### src/rtl/mxbus_pkg.sv
package mxbus_pkg;

    typedef enum logic [1:0] {
        KIND_FETCH = 2'd0,
        KIND_READ  = 2'd1,
        KIND_WRITE = 2'd2
    } xfer_kind_e;

    typedef enum logic [1:0] {
        PH_IDLE = 2'd0,
        PH_ADDR = 2'd1,
        PH_STRB = 2'd2,
        PH_INT  = 2'd3
    } phase_e;

    // Active-high internal view of the four bus strobes.
    typedef struct packed {
        logic code;
        logic rd;
        logic wlo;
        logic whi;
    } strobe_t;

    function automatic strobe_t strobe_for(input xfer_kind_e kind, input logic [1:0] be);
        strobe_t s;
        s = '0;
        case (kind)
            KIND_FETCH: s.code = 1'b1;
            KIND_WRITE: begin
                s.wlo = be[0];
                s.whi = be[1];
            end
            default:    s.rd = 1'b1;
        endcase
        return s;
    endfunction

    function automatic logic is_write(input xfer_kind_e kind);
        return kind == KIND_WRITE;
    endfunction

endpackage

### src/rtl/mxbus_sync.sv
module mxbus_sync #(
    parameter int unsigned STAGES = 2
) (
    input  logic clk_i,
    input  logic rst_i,
    input  logic d_i,
    output logic q_o
);
    logic [STAGES-1:0] chain_q;

    generate
        if (STAGES == 1) begin : g_single
            always_ff @(posedge clk_i) begin
                if (rst_i) chain_q <= '0;
                else       chain_q <= d_i;
            end
        end else begin : g_chain
            always_ff @(posedge clk_i) begin
                if (rst_i) chain_q <= '0;
                else       chain_q <= {chain_q[STAGES-2:0], d_i};
            end
        end
    endgenerate

    assign q_o = chain_q[STAGES-1];
endmodule

### src/rtl/mxbus_boot_latch.sv
module mxbus_boot_latch (
    input  logic clk_i,
    input  logic rst_i,
    input  logic pin_i,
    output logic boot_o
);
    logic boot_q;

    // Transparent while reset is held; the last reset clock wins.
    always_ff @(posedge clk_i) begin
        if (rst_i) boot_q <= pin_i;
    end

    assign boot_o = boot_q;
endmodule

### src/rtl/mxbus_len_sel.sv
module mxbus_len_sel import mxbus_pkg::*; #(
    parameter int unsigned CW = 4
) (
    input  xfer_kind_e      kind_i,
    input  logic [CW-1:0]   ale_cfg_i,
    input  logic [CW-1:0]   code_cfg_i,
    input  logic [CW-1:0]   rd_cfg_i,
    input  logic [CW-1:0]   wr_cfg_i,
    output logic [CW-1:0]   ale_len_o,
    output logic [CW-1:0]   strb_len_o
);
    localparam logic [CW-1:0] ONE = {{(CW-1){1'b0}}, 1'b1};

    logic [CW-1:0] raw_strb;

    always_comb begin
        case (kind_i)
            KIND_FETCH: raw_strb = code_cfg_i;
            KIND_WRITE: raw_strb = wr_cfg_i;
            default:    raw_strb = rd_cfg_i;
        endcase
    end

    assign ale_len_o  = (ale_cfg_i == '0) ? ONE : ale_cfg_i;
    assign strb_len_o = (raw_strb  == '0) ? ONE : raw_strb;
endmodule

### src/rtl/mxbus_seq.sv
module mxbus_seq import mxbus_pkg::*; #(
    parameter int unsigned LOW_W         = 4,
    parameter int unsigned DW            = 16,
    parameter int unsigned CW            = 4,
    parameter int unsigned ON_CHIP_LIMIT = 32'h0000_4000,
    localparam int unsigned AW           = DW + LOW_W
) (
    input  logic              clk_i,
    input  logic              rst_i,
    input  logic              boot_i,
    input  logic              stall_i,
    input  logic              req_valid_i,
    input  xfer_kind_e        req_kind_i,
    input  logic [AW-1:0]     req_addr_i,
    input  logic [DW-1:0]     req_wdata_i,
    input  logic [1:0]        req_be_i,
    input  logic [CW-1:0]     ale_len_i,
    input  logic [CW-1:0]     strb_len_i,
    input  logic [DW-1:0]     ad_i,
    input  logic [DW-1:0]     int_rdata_i,
    output xfer_kind_e        kind_o,
    output logic              ready_o,
    output logic              resp_valid_o,
    output logic [DW-1:0]     resp_rdata_o,
    output logic              int_rd_o,
    output logic [AW-1:0]     int_addr_o,
    output logic              alatch_o,
    output logic [LOW_W-1:0]  alo_o,
    output logic [DW-1:0]     ad_o,
    output logic              ad_oe_o,
    output strobe_t           strobe_o
);
    localparam logic [CW-1:0] ONE = {{(CW-1){1'b0}}, 1'b1};

    phase_e            phase_q;
    xfer_kind_e        kind_q;
    logic [1:0]        be_q;
    logic [AW-1:0]     addr_q;
    logic [DW-1:0]     wdata_q;
    logic [CW-1:0]     cnt_q;
    logic [DW-1:0]     rdata_q;
    logic              done_q;
    logic [LOW_W-1:0]  lo_q;
    logic              route_int;
    logic              last_clk;

    assign route_int = (req_kind_i == KIND_FETCH) && boot_i
                     && (32'(req_addr_i) < ON_CHIP_LIMIT);
    assign last_clk  = (cnt_q == ONE);

    always_ff @(posedge clk_i) begin
        if (rst_i) begin
            phase_q <= PH_IDLE;
            kind_q  <= KIND_READ;
            be_q    <= '0;
            addr_q  <= '0;
            wdata_q <= '0;
            cnt_q   <= '0;
            rdata_q <= '0;
            done_q  <= 1'b0;
            lo_q    <= '0;
        end else begin
            done_q <= 1'b0;
            unique case (phase_q)
                PH_IDLE: begin
                    if (req_valid_i) begin
                        kind_q  <= req_kind_i;
                        be_q    <= req_be_i;
                        addr_q  <= req_addr_i;
                        wdata_q <= req_wdata_i;
                        if (route_int) begin
                            phase_q <= PH_INT;
                        end else begin
                            phase_q <= PH_ADDR;
                            cnt_q   <= ale_len_i;
                            lo_q    <= req_addr_i[LOW_W-1:0];
                        end
                    end
                end
                PH_ADDR: begin
                    if (last_clk) begin
                        phase_q <= PH_STRB;
                        cnt_q   <= strb_len_i;
                    end else begin
                        cnt_q <= cnt_q - ONE;
                    end
                end
                PH_STRB: begin
                    if (!last_clk) begin
                        cnt_q <= cnt_q - ONE;
                    end else if (!stall_i) begin
                        phase_q <= PH_IDLE;
                        done_q  <= 1'b1;
                        if (!is_write(kind_q)) rdata_q <= ad_i;
                    end
                end
                PH_INT: begin
                    phase_q <= PH_IDLE;
                    done_q  <= 1'b1;
                    rdata_q <= int_rdata_i;
                end
                default: phase_q <= PH_IDLE;
            endcase
        end
    end

    always_comb begin
        alatch_o = (phase_q == PH_ADDR);
        strobe_o = '0;
        if (phase_q == PH_STRB) strobe_o = strobe_for(kind_q, be_q);
        ad_oe_o  = alatch_o || ((phase_q == PH_STRB) && is_write(kind_q));
        ad_o     = alatch_o ? addr_q[AW-1:LOW_W] : wdata_q;
    end

    assign kind_o       = kind_q;
    assign ready_o      = (phase_q == PH_IDLE);
    assign resp_valid_o = done_q;
    assign resp_rdata_o = rdata_q;
    assign int_rd_o     = (phase_q == PH_INT);
    assign int_addr_o   = addr_q;
    assign alo_o        = lo_q;
endmodule

### src/rtl/mxbus_ctrl.sv
module mxbus_ctrl import mxbus_pkg::*; #(
    parameter int unsigned LOW_W         = 4,
    parameter int unsigned DW            = 16,
    parameter int unsigned CW            = 4,
    parameter int unsigned SYNC_STAGES   = 2,
    parameter int unsigned ON_CHIP_LIMIT = 32'h0000_4000,
    localparam int unsigned AW           = DW + LOW_W
) (
    input  logic              clk_i,
    input  logic              rst_i,
    input  logic              req_valid_i,
    output logic              req_ready_o,
    input  logic [1:0]        req_kind_i,
    input  logic [AW-1:0]     req_addr_i,
    input  logic [DW-1:0]     req_wdata_i,
    input  logic [1:0]        req_be_i,
    output logic              resp_valid_o,
    output logic [DW-1:0]     resp_rdata_o,
    input  logic [CW-1:0]     cfg_ale_clks_i,
    input  logic [CW-1:0]     cfg_code_clks_i,
    input  logic [CW-1:0]     cfg_rd_clks_i,
    input  logic [CW-1:0]     cfg_wr_clks_i,
    input  logic              boot_pin_i,
    output logic              int_rd_o,
    output logic [AW-1:0]     int_addr_o,
    input  logic [DW-1:0]     int_rdata_i,
    output logic              bus_alatch_o,
    output logic [LOW_W-1:0]  bus_alo_o,
    output logic [DW-1:0]     bus_ad_o,
    output logic              bus_ad_oe_o,
    input  logic [DW-1:0]     bus_ad_i,
    input  logic              bus_stall_i,
    output logic              bus_fetch_n_o,
    output logic              bus_read_n_o,
    output logic              bus_wlo_n_o,
    output logic              bus_whi_n_o
);
    logic          boot_q;
    logic          stall_s;
    xfer_kind_e    cur_kind;
    logic [CW-1:0] ale_len;
    logic [CW-1:0] strb_len;
    strobe_t       stb;

    mxbus_boot_latch u_boot (
        .clk_i  (clk_i),
        .rst_i  (rst_i),
        .pin_i  (boot_pin_i),
        .boot_o (boot_q)
    );

    mxbus_sync #(.STAGES(SYNC_STAGES)) u_stall_sync (
        .clk_i (clk_i),
        .rst_i (rst_i),
        .d_i   (bus_stall_i),
        .q_o   (stall_s)
    );

    mxbus_len_sel #(.CW(CW)) u_len (
        .kind_i     (cur_kind),
        .ale_cfg_i  (cfg_ale_clks_i),
        .code_cfg_i (cfg_code_clks_i),
        .rd_cfg_i   (cfg_rd_clks_i),
        .wr_cfg_i   (cfg_wr_clks_i),
        .ale_len_o  (ale_len),
        .strb_len_o (strb_len)
    );

    mxbus_seq #(
        .LOW_W         (LOW_W),
        .DW            (DW),
        .CW            (CW),
        .ON_CHIP_LIMIT (ON_CHIP_LIMIT)
    ) u_seq (
        .clk_i        (clk_i),
        .rst_i        (rst_i),
        .boot_i       (boot_q),
        .stall_i      (stall_s),
        .req_valid_i  (req_valid_i),
        .req_kind_i   (xfer_kind_e'(req_kind_i)),
        .req_addr_i   (req_addr_i),
        .req_wdata_i  (req_wdata_i),
        .req_be_i     (req_be_i),
        .ale_len_i    (ale_len),
        .strb_len_i   (strb_len),
        .ad_i         (bus_ad_i),
        .int_rdata_i  (int_rdata_i),
        .kind_o       (cur_kind),
        .ready_o      (req_ready_o),
        .resp_valid_o (resp_valid_o),
        .resp_rdata_o (resp_rdata_o),
        .int_rd_o     (int_rd_o),
        .int_addr_o   (int_addr_o),
        .alatch_o     (bus_alatch_o),
        .alo_o        (bus_alo_o),
        .ad_o         (bus_ad_o),
        .ad_oe_o      (bus_ad_oe_o),
        .strobe_o     (stb)
    );

    assign bus_fetch_n_o = ~stb.code;
    assign bus_read_n_o  = ~stb.rd;
    assign bus_wlo_n_o   = ~stb.wlo;
    assign bus_whi_n_o   = ~stb.whi;
endmodule

### config.mk
export PLATFORM = sky130hd
export DESIGN_NAME = mxbus_ctrl
export DESIGN_NICKNAME = d
export VERILOG_FILES = /design/src/rtl/mxbus_pkg.sv /design/src/rtl/mxbus_sync.sv /design/src/rtl/mxbus_boot_latch.sv /design/src/rtl/mxbus_len_sel.sv /design/src/rtl/mxbus_seq.sv /design/src/rtl/mxbus_ctrl.sv
export SDC_FILE = /design/constraint.sdc
export NUM_CORES = 1
export LEC_CHECK = 0
export ABC_AREA = 1
export BUFFER_PORTS_ARGS = -buffer_cell sky130_fd_sc_hd__buf_2
export CORE_ASPECT_RATIO = 1.4
export CORE_MARGIN = 5
export CORE_UTILIZATION = 45
export DETAILED_ROUTE_END_ITERATION = 6
export PLACE_DENSITY = 0.76
export SYNTH_ARGS = -nofsm -noshare
export SYNTH_HDL_FRONTEND = slang
export SYNTH_HIERARCHICAL = 1
export SYNTH_SLANG_ARGS = --single-unit
### constraint.sdc
create_clock -name clk_i -period 4.1 [get_ports clk_i]
set_clock_uncertainty 0.2 [all_clocks]
set_input_delay 1.23 -clock clk_i [delete_from_list [all_inputs] [get_ports clk_i]]
set_output_delay 1.23 -clock clk_i [all_outputs]
set_load 0.01 [all_outputs]
==> summary.txt <==
Placed design
  • Final HPWL DP: 7380 um
  • # port buffers: 157
  • Pre-CTS setup slack: 919 ps
  • Placed insts: approximately 760
  • GP Congestion: 0.906

Timing
  • Final hold violations: 0
  • Setup TNS: 0 ps
  • Tcrit/Tclk final: 0.865
  • Slew HR: 0.610
  • PnR worst setup slack: 554 ps
  • Worst-margin pin slew: 584 ps
  • RSZ-0062 raised after global routing: false
  • F_max: 0.282 GHz
  • Final min period: 3550 ps
  • Finish-stage setup viols: 0
  • Final Slew Violations: 0

Logic synthesis
  • Ys async rst share: 0
  • Syn Std Cell Area: 3570 um2
  • Sequential area share after synthesis: 0.395
  • Syn_area_per_cell: 6.78 um2
  • Synth unique cells: 32
  • EDFF count, synth: 1
  • Yosys warns: 6
  • Ys flop type: dfxtp_1
  • Syn_nets: 627
  • #FFs+latches synth: 70
  • Synth Instances: roughly 530

CTS
  • Hold bufs inserted after CTS: 0
  • CTS H-tree lvls: 3
  • Clock slew at reported path FFs: ~70 ps
  • TritonCTS clock tree: yes
  • Clk sinks: 70
  • CTS resizes: 0
  • TritonCTS buffer count: 9
  • Clk Latency, worst-skew pair: 350 ps
  • Post-CTS Setup Inserts: 0
  • Longest Clk Path Bufs: 2
  • Root Buffer: clkbuf_8

Finish
  • Flip-flop and latch area: 1410 um2
  • NumNets Final: 773
  • Final core utilization: 0.588
  • Filler instances: 762
  • Fraction of layout cells with a size suffix above 1: 0.322
  • Post-synthesis to final-layout area growth: 27.6%
  • Multi-input gate area: 1840 um2
  • Post-route insts no fill: 779

Die
  • Die Wd: 85.3 um
  • Full die area: 9850 um2
  • Core Footprint: 7750 um2
  • Row count: 38
  • I/O pins: about 160
  • Initial core utilization: 0.461
  • DIE HEIGHT: 115 um

GRT
  • Largest net degree at the start of global routing: 56
  • Gr usage total: 0.199
  • GR Overflow Total: 0
  • Vias in the first global route: 3,566
  • Antenna violations before repair: 1
  • First-pass GRT wire length: between 15,000 and 20,000 um

Setup path
  • Worst EP arrival: 2120 ps
  • WP buf/inv: 4
  • Critical path startpoint category: flop
  • Top delay family on crit path: buffers and inverters
  • Required time of the worst setup path: 2670 ps
  • Critical Path Max Stage Delay: between 500 and 600 ps
  • Maximum fanout along the worst path: 23
  • Most frequent CP cell: nand2_1
  • CP Class: reg -> out
  • Worst path cell trace: inv_1 -> ha_1 -> buf_4 -> clkinv_1 -> nand2_1 -> nand2_1 -> buf_2
  • Slowest-stage cell, CP: clkinv_1
  • CP Capture Type: output pin

Drt
  • Residual DRC: 0
  • Vias per cell: 4.76
  • Detail Route Antenna Nets: 0
  • Post-DR wirelength/cell: 12.4 um
  • Routed wire length: 9640 um
  • Vias post-DR: 3,705
  • Starting DRC count in detailed routing: 201
  • TritonRoute pass-1 iters: 4

Flow run
  • Max-cap check violation count: 0

Pwr
  • Pwr Density: between 600 and 700 nW/um2
  • Peak supply drop: approximately 0.35 mV
  • Cell leakage power: around 2.4 nW

Min path
  • Worst hold path type: reg -> reg

Status
  • Status: finished clean
## cells by family after synthesis
| kind of cell | count (synthesis) | share of synthesized area |
|---|---|---|
| DFF | 70 | 0.395 |
| and+or+nand+nor | 313 | 0.389 |
| buffers and inverters | 70 | 0.0889 |
| AOI/OAI and AO/OA | 66 | 0.100 |
| xor gates and xnor gates | 1 | 0.00245 |
| adders and majority gates | 7 | 0.0245 |
## flip-flops by register name, indices dropped and copies added, names as in the netlist, 4 cells and up
register and flops:
u_seq/alo_o 4, u_seq/int_addr_o 20, u_seq/cnt_q 4, u_seq/wdata_q 16, u_seq/resp_rdata_o 16
## area by class of cell
| class | instances | share of cell area |
|---|---|---|
| multi-input combinational | 387 | 0.404 |
| inverter | 43 | 0.0354 |
| timing repair buffer | 162 | 0.181 |
| tap | 100 | 0.0274 |
| clock buffer | 13 | 0.0326 |
| clock inverter | 3 | 0.00960 |
| sequential | 70 | 0.309 |
| antenna | 1 | 0.000549 |
## metal layers
| layer | part of all wire | track usage |
|---|---|---|
| met2 | 0.50 | 0.352 |
| met1 | 0.39 | 0.216 |
| met5 | 0 | 0 |
| met3 | 0.085 | 0.0626 |
| met4 | 0.027 | 0.0919 |
## stage by stage
stage               hold slack [ps]  power [mW]  instance area, um2
floorplan                       188        2.05                3570
global placement                202        2.39                4370
detailed placement              203        2.43                4370
CTS                             212        2.99                4560
global route                    230        3.22                4560
finish                          209        2.95                4560
## synthesized netlist by cell type (4+ instances only)
cell type | n | area share
nand2_1 | 134 | 0.14
nor2_1 | 117 | 0.12
dfxtp_1 | 69 | 0.39
o21ai_0 | 45 | 0.063
inv_1 | 38 | 0.040
clkbuf_1 | 16 | 0.017
nand3_1 | 16 | 0.022
nor2_2 | 16 | 0.028
a21oi_1 | 15 | 0.021
nand3_2 | 14 | 0.039
ha_1 | 7 | 0.025
or2_2 | 5 | 0.0088
a211oi_1 | 4 | 0.0084
buf_2 | 4 | 0.0056
## placed cells by master, fill, tap and decap left out, types with 3 or more instances in the layout
cell type / count
buf_2: 157
nand2_1: 134
nor2_1: 117
dfxtp_1: 69
o21ai_0: 45
inv_1: 38
nand3_1: 16
nor2_2: 16
a21oi_1: 15
nand3_2: 14
clkbuf_8: 10
ha_1: 7
buf_4: 5
or2_2: 5
a211oi_1: 4
clkbuf_1: 3
clkinv_1: 3
## power breakdown
group | internal [mW] | switching [mW] | leakage (nW)
clock | 0.298 | 0.245 | 0.0976
combinational | 0.531 | 0.873 | 1.69
sequential | 0.875 | 0.132 | 0.579
## worst register-to-register path: cells and delay by family (launching register included)
kind	cells	cell delay [ps]
AOI/OAI and AO/OA	1	110
buffers and inverters	2	210
adders and majority gates	1	350
DFF	1	360
and+or+nand+nor	6	910
## worst paths after layout
path	from	endpoint	slack, ps	cells past startpoint
setup reg to reg	u_seq/phase_q[0]	u_seq/resp_rdata_o[0]	1860	10
hold / removal	u_stall_sync/chain_q[0]	u_stall_sync/chain_q[1]	210	2
setup / recovery	u_seq/phase_q[1]	bus_ad_o[6]	550	7
hold reg to reg	u_stall_sync/chain_q[0]	u_stall_sync/chain_q[1]	210	2
Note: power is estimated with default switching activity, not from simulation.
